File: config.mk
export PLATFORM = sky130hd
export DESIGN_NAME = gf_serial_mul
export DESIGN_NICKNAME = d
export VERILOG_FILES = /design/src/rtl/gfsm_pkg.sv /design/src/rtl/gfsm_cell.sv /design/src/rtl/gfsm_ctrl.sv /design/src/rtl/gfsm_datapath.sv /design/src/rtl/gf_serial_mul.sv
export SDC_FILE = /design/constraint.sdc
export NUM_CORES = 1
export LEC_CHECK = 0
export BUFFER_PORTS_ARGS = -buffer_cell sky130_fd_sc_hd__clkbuf_2
export CORE_MARGIN = 8
export CORE_UTILIZATION = 47
export CTS_CLUSTER_DIAMETER = 200
export DETAILED_ROUTE_END_ITERATION = 16
export PLACE_DENSITY = 0.71
export SYNTH_ARGS = -nofsm -noshare
export SYNTH_HDL_FRONTEND = slang
export SYNTH_SLANG_ARGS = --single-unit
File: constraint.sdc
create_clock -name clk -period 1.33 [get_ports clk]
set_input_delay 0.266 -clock clk [delete_from_list [all_inputs] [get_ports clk]]
set_output_delay 0.266 -clock clk [all_outputs]
set_load 0.02 [all_outputs]
File: src/rtl/gfsm_pkg.sv
// Package: shared types and defaults for the bit-serial GF multiplier.
// Assumes field widths from 2 to 8 bits; polynomial includes the x^M term.
package gfsm_pkg;

    // How the constant factor is built into the bit cells.
    typedef enum logic {
        CONST_HELD   = 1'b0,
        CONST_FOLDED = 1'b1
    } const_mode_e;

    localparam int          DEF_WIDTH = 4;
    localparam logic [4:0]  DEF_POLY  = 5'h13;  // x^4 + x + 1
    localparam logic [3:0]  DEF_CONST = 4'hB;   // x^3 + x + 1

endpackage

File: src/rtl/gfsm_cell.sv
// Module: one accumulator bit of the Horner step.
// Computes nxt = lower ^ (top & PBIT) ^ (bbit & a), where lower is the
// next-lower accumulator bit (0 for bit 0), top is the accumulator MSB.
// PBIT is always constant; in folded mode ABIT is constant too, so the
// cell is generated as XOR wiring only. In held mode a_bit comes from a
// register and one AND gate remains.
module gfsm_cell
    import gfsm_pkg::*;
#(
    parameter const_mode_e CMODE = CONST_FOLDED,
    parameter logic        PBIT  = 1'b0,
    parameter logic        ABIT  = 1'b0
) (
    input  logic lower,
    input  logic top,
    input  logic bbit,
    input  logic a_bit,
    output logic nxt
);

    logic red_term;
    logic add_term;

    // Reduction term: the fixed polynomial bit decides wiring.
    generate
        if (PBIT) begin : g_red_on
            assign red_term = top;
        end else begin : g_red_off
            assign red_term = 1'b0;
        end
    endgenerate

    // Constant-add term: folded to wiring or gated with a register bit.
    generate
        if (CMODE == CONST_FOLDED) begin : g_fold
            logic unused_a;
            assign unused_a = a_bit;
            if (ABIT) begin : g_add_on
                assign add_term = bbit;
            end else begin : g_add_off
                assign add_term = 1'b0;
            end
        end else begin : g_held
            assign add_term = bbit & a_bit;
        end
    endgenerate

    // Field addition is XOR.
    assign nxt = lower ^ red_term ^ add_term;

endmodule

File: src/rtl/gfsm_ctrl.sv
// Module: sequencing for one multiply.
// Accepts a start only while idle, counts M processing steps, flags the
// final step and registers a one-cycle done pulse. Assumes M >= 2.
module gfsm_ctrl #(
    parameter int M = 4
) (
    input  logic clk,
    input  logic rst_n,
    input  logic start,
    output logic load,
    output logic step,
    output logic last,
    output logic busy,
    output logic done
);

    localparam int CW = $clog2(M + 1);

    logic [CW-1:0] cnt_q;
    logic          done_q;

    // Decode of the step counter.
    always_comb begin
        busy = (cnt_q != '0);
        load = start && !busy;
        step = busy;
        last = busy && (cnt_q == CW'(1));
    end

    // Step counter and done pulse register.
    always_ff @(posedge clk) begin
        if (!rst_n) begin
            cnt_q  <= '0;
            done_q <= 1'b0;
        end else begin
            done_q <= last;
            if (load) begin
                cnt_q <= CW'(M);
            end else if (busy) begin
                cnt_q <= cnt_q - CW'(1);
            end
        end
    end

    assign done = done_q;

endmodule

File: src/rtl/gfsm_datapath.sv
// Module: operand shift register, Horner accumulator and product register.
// On load the operand is captured and the accumulator cleared; on each
// step the MSB of the shift register drives one Horner step; on the last
// step the result is copied to the product register, which then holds.
module gfsm_datapath
    import gfsm_pkg::*;
#(
    parameter int          M       = 4,
    parameter logic [M:0]  POLY    = gfsm_pkg::DEF_POLY,
    parameter logic [M-1:0] A_CONST = gfsm_pkg::DEF_CONST,
    parameter const_mode_e CMODE   = CONST_FOLDED
) (
    input  logic         clk,
    input  logic         rst_n,
    input  logic         load,
    input  logic         step,
    input  logic         last,
    input  logic [M-1:0] b,
    output logic [M-1:0] product
);

    logic [M-1:0] bsh_q;
    logic [M-1:0] acc_q;
    logic [M-1:0] prod_q;
    logic [M-1:0] a_vec;
    logic [M-1:0] nxt;
    logic [M:0]   lower_vec;
    logic         bbit;

    assign bbit      = bsh_q[M-1];
    assign lower_vec = {acc_q, 1'b0};

    // Source of the constant factor: wiring or a reset-loaded register.
    generate
        if (CMODE == CONST_HELD) begin : g_areg
            logic [M-1:0] a_q;
            // Constant register, loaded at reset.
            always_ff @(posedge clk) begin
                if (!rst_n) begin
                    a_q <= A_CONST;
                end else begin
                    a_q <= a_q;
                end
            end
            assign a_vec = a_q;
        end else begin : g_awire
            assign a_vec = A_CONST;
        end
    endgenerate

    // One Horner cell per accumulator bit.
    generate
        for (genvar i = 0; i < M; i++) begin : g_cell
            gfsm_cell #(
                .CMODE (CMODE),
                .PBIT  (POLY[i]),
                .ABIT  (A_CONST[i])
            ) u_cell (
                .lower (lower_vec[i]),
                .top   (acc_q[M-1]),
                .bbit  (bbit),
                .a_bit (a_vec[i]),
                .nxt   (nxt[i])
            );
        end
    endgenerate

    // Operand capture, Horner accumulation and product update.
    always_ff @(posedge clk) begin
        if (!rst_n) begin
            bsh_q  <= '0;
            acc_q  <= '0;
            prod_q <= '0;
        end else begin
            if (load) begin
                bsh_q <= b;
                acc_q <= '0;
            end else if (step) begin
                bsh_q <= {bsh_q[M-2:0], 1'b0};
                acc_q <= nxt;
            end
            if (last) begin
                prod_q <= nxt;
            end
        end
    end

    assign product = prod_q;

endmodule

File: src/rtl/gf_serial_mul.sv
// Module: top of the bit-serial constant-operand GF(2^M) multiplier.
// Multiplies A_CONST by b modulo POLY, one bit of b per clock, MSB first.
// Assumes POLY has bit M set and 2 <= M <= 8.
module gf_serial_mul
    import gfsm_pkg::*;
#(
    parameter int           M       = gfsm_pkg::DEF_WIDTH,
    parameter logic [M:0]   POLY    = gfsm_pkg::DEF_POLY,
    parameter logic [M-1:0] A_CONST = gfsm_pkg::DEF_CONST,
    parameter const_mode_e  CMODE   = CONST_FOLDED
) (
    input  logic         clk,
    input  logic         rst_n,
    input  logic         start,
    input  logic [M-1:0] b,
    output logic [M-1:0] product,
    output logic         done
);

    logic load;
    logic step;
    logic last;
    logic busy;

    gfsm_ctrl #(
        .M (M)
    ) u_ctrl (
        .clk   (clk),
        .rst_n (rst_n),
        .start (start),
        .load  (load),
        .step  (step),
        .last  (last),
        .busy  (busy),
        .done  (done)
    );

    gfsm_datapath #(
        .M       (M),
        .POLY    (POLY),
        .A_CONST (A_CONST),
        .CMODE   (CMODE)
    ) u_dp (
        .clk     (clk),
        .rst_n   (rst_n),
        .load    (load),
        .step    (step),
        .last    (last),
        .b       (b),
        .product (product)
    );

endmodule

==> reports/metrics.json <==
{
  "worstHoldPathCells": {"value": 3},
  "synth-compound-area-share": {"value": 14.6, "unit": "%"},
  "source_of_the_worst_register_to_register_timing_path": {"value": "u_ctrl.cnt_q[0]"},
  "io_buffers": {"value": 11},
  "yosys.area_share.xor_xnor": {"value": 4.55, "unit": "%"},
  "synth-seq-area-share": {"value": 43.1, "unit": "%"},
  "netlist.top_cell.by_area": {"value": "dfxtp_1"},
  "critPathKind": {"value": "flip-flop to flip-flop"},
  "cap_viol_max_count": {"value": 0},
  "p_leak": {"value": 0.428, "unit": "nW"},
  "worst_path_max_fanout": {"value": 2},
  "number_of_design_rule_violations_left_after_detail_routing": {"value": 0},
  "utilization": {"value": 59.5, "unit": "%"},
  "grt_start_max_net_pins": {"value": 18},
  "floorplan.initialDensity": {"value": 49.9, "unit": "%"},
  "period_minus_slack": {"value": 1.29, "unit": "ns"},
  "powerDensity": {"value": 2260, "unit": "mW/mm^2"},
  "async_reset_ff_share": {"value": 0, "unit": "%"},
  "global_route_usage_sum": {"value": 8.37, "unit": "%"},
  "synth_top_cells_by_area": {"value": "dfxtp_1, o211a_1, mux2i_1"},
  "rows": {"value": 14},
  "synth.cell_area": {"value": 743, "unit": "um^2"},
  "run_status": {"value": "complete, no violations"},
  "synth_flop_cell": {"value": "dfxtp_1"},
  "reg2reg_setup_slack": {"value": 0.04, "unit": "ns"},
  "hp-class": {"value": "primary input to flip-flop"},
  "routed_wirelength": {"value": 1260, "unit": "um"},
  "grt_pass1_wl": {"value": 2200, "unit": "um"},
  "htreeDepth": {"value": 1},
  "max_slew_margin": {"value": 79.2, "unit": "%"},
  "report.final.slew_viol_count": {"value": 0},
  "multiplexer_fraction_of_the_synthesized_cell_area": {"value": 8.25, "unit": "%"},
  "synth-warning-count": {"value": 0},
  "worst_r2r_path_depth": {"value": 5},
  "worst-slew-pin-transition": {"value": 0.312, "unit": "ns"},
  "cp-start-kind": {"value": "flip-flop"},
  "antenna_left": {"value": 0},
  "setup.worst_path.end_class": {"value": "flip-flop"},
  "worstReg2RegEnd": {"value": "u_ctrl.cnt_q[2]"},
  "min-delay-start": {"value": "b[0]"},
  "synth_top_family_by_area": {"value": "simple AND/OR/NAND/NOR gates"},
  "whs_endpoint": {"value": "u_dp.bsh_q[0]"},
  "timing.final.crit_share": {"value": 97.0, "unit": "%"},
  "setup_total_negative_slack": {"value": 0, "unit": "ns"},
  "hpwlAfterDp": {"value": 884, "unit": "um"},
  "grt_setup_unrepaired": {"value": "yes"},
  "ys_seq_elements": {"value": 16},
  "die_height": {"value": 55.8, "unit": "um"},
  "antenna-diode-count": {"value": 0},
  "post-layout-total-power": {"value": 2.00, "unit": "mW"},
  "timing_hold_violations_final": {"value": 0},
  "clock_tree.root_cell": {"value": "clkbuf_4"},
  "die_w": {"value": 55.8, "unit": "um"},
  "synthSimpleGateAreaFrac": {"value": 19.5, "unit": "%"},
  "worstPathCellList": {"value": "inv_2 > buf_4 > ha_1 > mux2_1 > o211a_1"},
  "cts-buffers-inserted": {"value": 3},
  "clk-insertion-delay-late": {"value": 0.28, "unit": "ns"},
  "placeableCoreArea": {"value": 0.00149, "unit": "mm^2"},
  "path_clk_slew": {"value": 0.10, "unit": "ns"},
  "synth_fa_ha_area_share": {"value": 5.05, "unit": "%"},
  "syn-instance-count": {"value": 74},
  "layout-area-overhead-vs-synth": {"value": 19.2, "unit": "%"},
  "detailroute.via_count": {"value": 526},
  "setup-violations-final": {"value": 0},
  "synthTopCellsByCount": {"value": "dfxtp_1, nand2_1, o211a_1, mux2i_1"},
  "power.ir.vdd_worst": {"value": 1.13, "unit": "mV"},
  "avgRoutedWirePerCell": {"value": 12.2, "unit": "um"},
  "synth_area_per_cell": {"value": 10.0, "unit": "um^2"},
  "cell_with_the_most_instances_after_synthesis": {"value": "dfxtp_1"},
  "antenna_found_initial": {"value": 0},
  "synth_nets": {"value": 84},
  "tritoncts": {"value": "done"},
  "die-area": {"value": 0.00311, "unit": "mm^2"},
  "gpl.final_weighted_congestion": {"value": 0.709},
  "post_cts.repair.setup_buffers": {"value": 0},
  "detailedRoute.firstPassIterationCount": {"value": 4},
  "dpl.cell_count": {"value": 100},
  "route.detailed.vias_per_inst": {"value": 5.06},
  "placed_area": {"value": 816, "unit": "um^2"},
  "timing.clock.skew": {"value": 0.00518, "unit": "ns"},
  "cp_data_arrival_time": {"value": 1.48, "unit": "ns"},
  "io_pins": {"value": 12},
  "fin_nets": {"value": 99},
  "gr-total-overflow": {"value": 0},
  "number_of_distinct_library_cells_after_synthesis": {"value": 27},
  "final_design_area_no_fill": {"value": 886, "unit": "um^2"},
  "drive_above_1_share": {"value": 31.8, "unit": "%"},
  "synth.top_cell.area_share": {"value": 43.1, "unit": "%"},
  "cp_slowest_cell": {"value": "dfxtp_2"},
  "max_stage_delay": {"value": 0.35, "unit": "ns"},
  "cts_sinks": {"value": 16},
  "max_freq": {"value": 0.775, "unit": "GHz"},
  "timing.critical_path.required": {"value": 1.52, "unit": "ns"},
  "final_cell_count_no_fill": {"value": 104},
  "number_of_global_route_vias_before_repair": {"value": 537},
  "ctsLongestPathBuffers": {"value": 2},
  "first_iter_violations": {"value": 5},
  "synth_enable_flop_cells": {"value": 0}
}
-- final cells by class --
type	count	area (um^2)
Clock buffer	4	36.3
Tap cell	16	20.0
Inverter	3	13.8
Timing Repair Buffer	14	81.3
Fill cell	126	603
Multi-Input combinational cell	51	412
Sequential cell	16	323
-- worst max-delay path by stage --
stage                           end             from  slack, ns
CTS                 u_dp.product[2]  u_ctrl.cnt_q[0]      0.007
finish              u_ctrl.cnt_q[2]  u_ctrl.cnt_q[0]       0.04
detailed placement  u_dp.product[2]  u_ctrl.cnt_q[0]     -0.002
global placement    u_dp.product[2]  u_ctrl.cnt_q[0]       0.02
floorplan           u_dp.product[2]  u_ctrl.cnt_q[0]       0.02
global route        u_dp.product[2]  u_ctrl.cnt_q[1]      -0.02
-- per-stage QoR --
step           worst slack [ns]  hold slack (ns)
2_1_floorplan            0.0213            0.429
3_3_place_gp             0.0193            0.456
3_5_place_dp           -0.00191            0.460
4_1_cts                 0.00734            0.231
5_1_grt                 -0.0182            0.237
6_report                 0.0404            0.230
-- registers in the layout, indices dropped and copies added, names as in the netlist --
name	flops
u_dp.acc_q	4
u_dp.bsh_q	4
u_dp.product	4
u_ctrl.cnt_q	3
u_ctrl.done	1
-- cell families after synthesis --
logic type | Yosys count
AO/OA/AOI/OAI | 13
XOR/XNOR | 3
adder cells (fa/ha/maj) | 3
buffers and inverters | 7
flip-flops | 16
multiplexers | 6
AND/OR/NAND/NOR | 26
-- layout by cell type (no fill, tap or decap) --
master | netlist | final
nand2b_1 | 1 | 1
o21ai_1 | 1 | 1
o22ai_1 | 1 | 1
nor3b_4 | 1 | 1
xnor2_2 | 1 | 1
nand4b_1 | 1 | 1
nand2_1 | 11 | 11
xor2_1 | 1 | 1
and2b_4 | 1 | 1
nor3_1 | 2 | 2
clkbuf_8 | 0 | 1
inv_4 | 0 | 1
mux2i_1 | 5 | 5
inv_2 | 0 | 1
nor2_1 | 4 | 4
ha_4 | 0 | 2
dfxtp_2 | 0 | 2
nor2b_1 | 1 | 1
inv_1 | 3 | 1
o211a_1 | 6 | 6
ha_1 | 3 | 1
clkbuf_4 | 0 | 3
xnor2_1 | 1 | 1
buf_4 | 0 | 2
nand3b_1 | 1 | 1
o21a_1 | 4 | 4
nor3b_1 | 2 | 2
a21boi_1 | 1 | 1
dfxtp_1 | 16 | 14
mux2_1 | 1 | 1
buf_6 | 1 | 1
nor2_2 | 1 | 1
clkbuf_2 | 0 | 11
-- layer usage --
metal	track usage [%]	wire length, um
met3	4.11	80
met4	3.17	11
met1	9.33	616
met2	13.3	555
met5	0	0
-- power by group --
part / switching (mW) / total (mW) / internal (mW)
combinational: 0.459 / 0.909 / 0.451
clock: 0.159 / 0.325 / 0.166
sequential: 0.122 / 0.766 / 0.644
total: 0.740 / 2.00 / 1.26
-- worst max-delay path: cells and delay by family (launching register included) --
kind                     cells  cell delay, ns
AO/OA/AOI/OAI                1            0.20
buffers and inverters        2            0.18
multiplexers                 1            0.28
flip-flops                   1            0.35
adder cells (fa/ha/maj)      1            0.19
-- repair_timing --
item | CTS | global route
pin swaps | 1 | 2
hold buffers | 0 | 0
resized for setup | 1 | 9
setup endpoints to repair | 1 | 7
(Power assumes the default switching activity.)
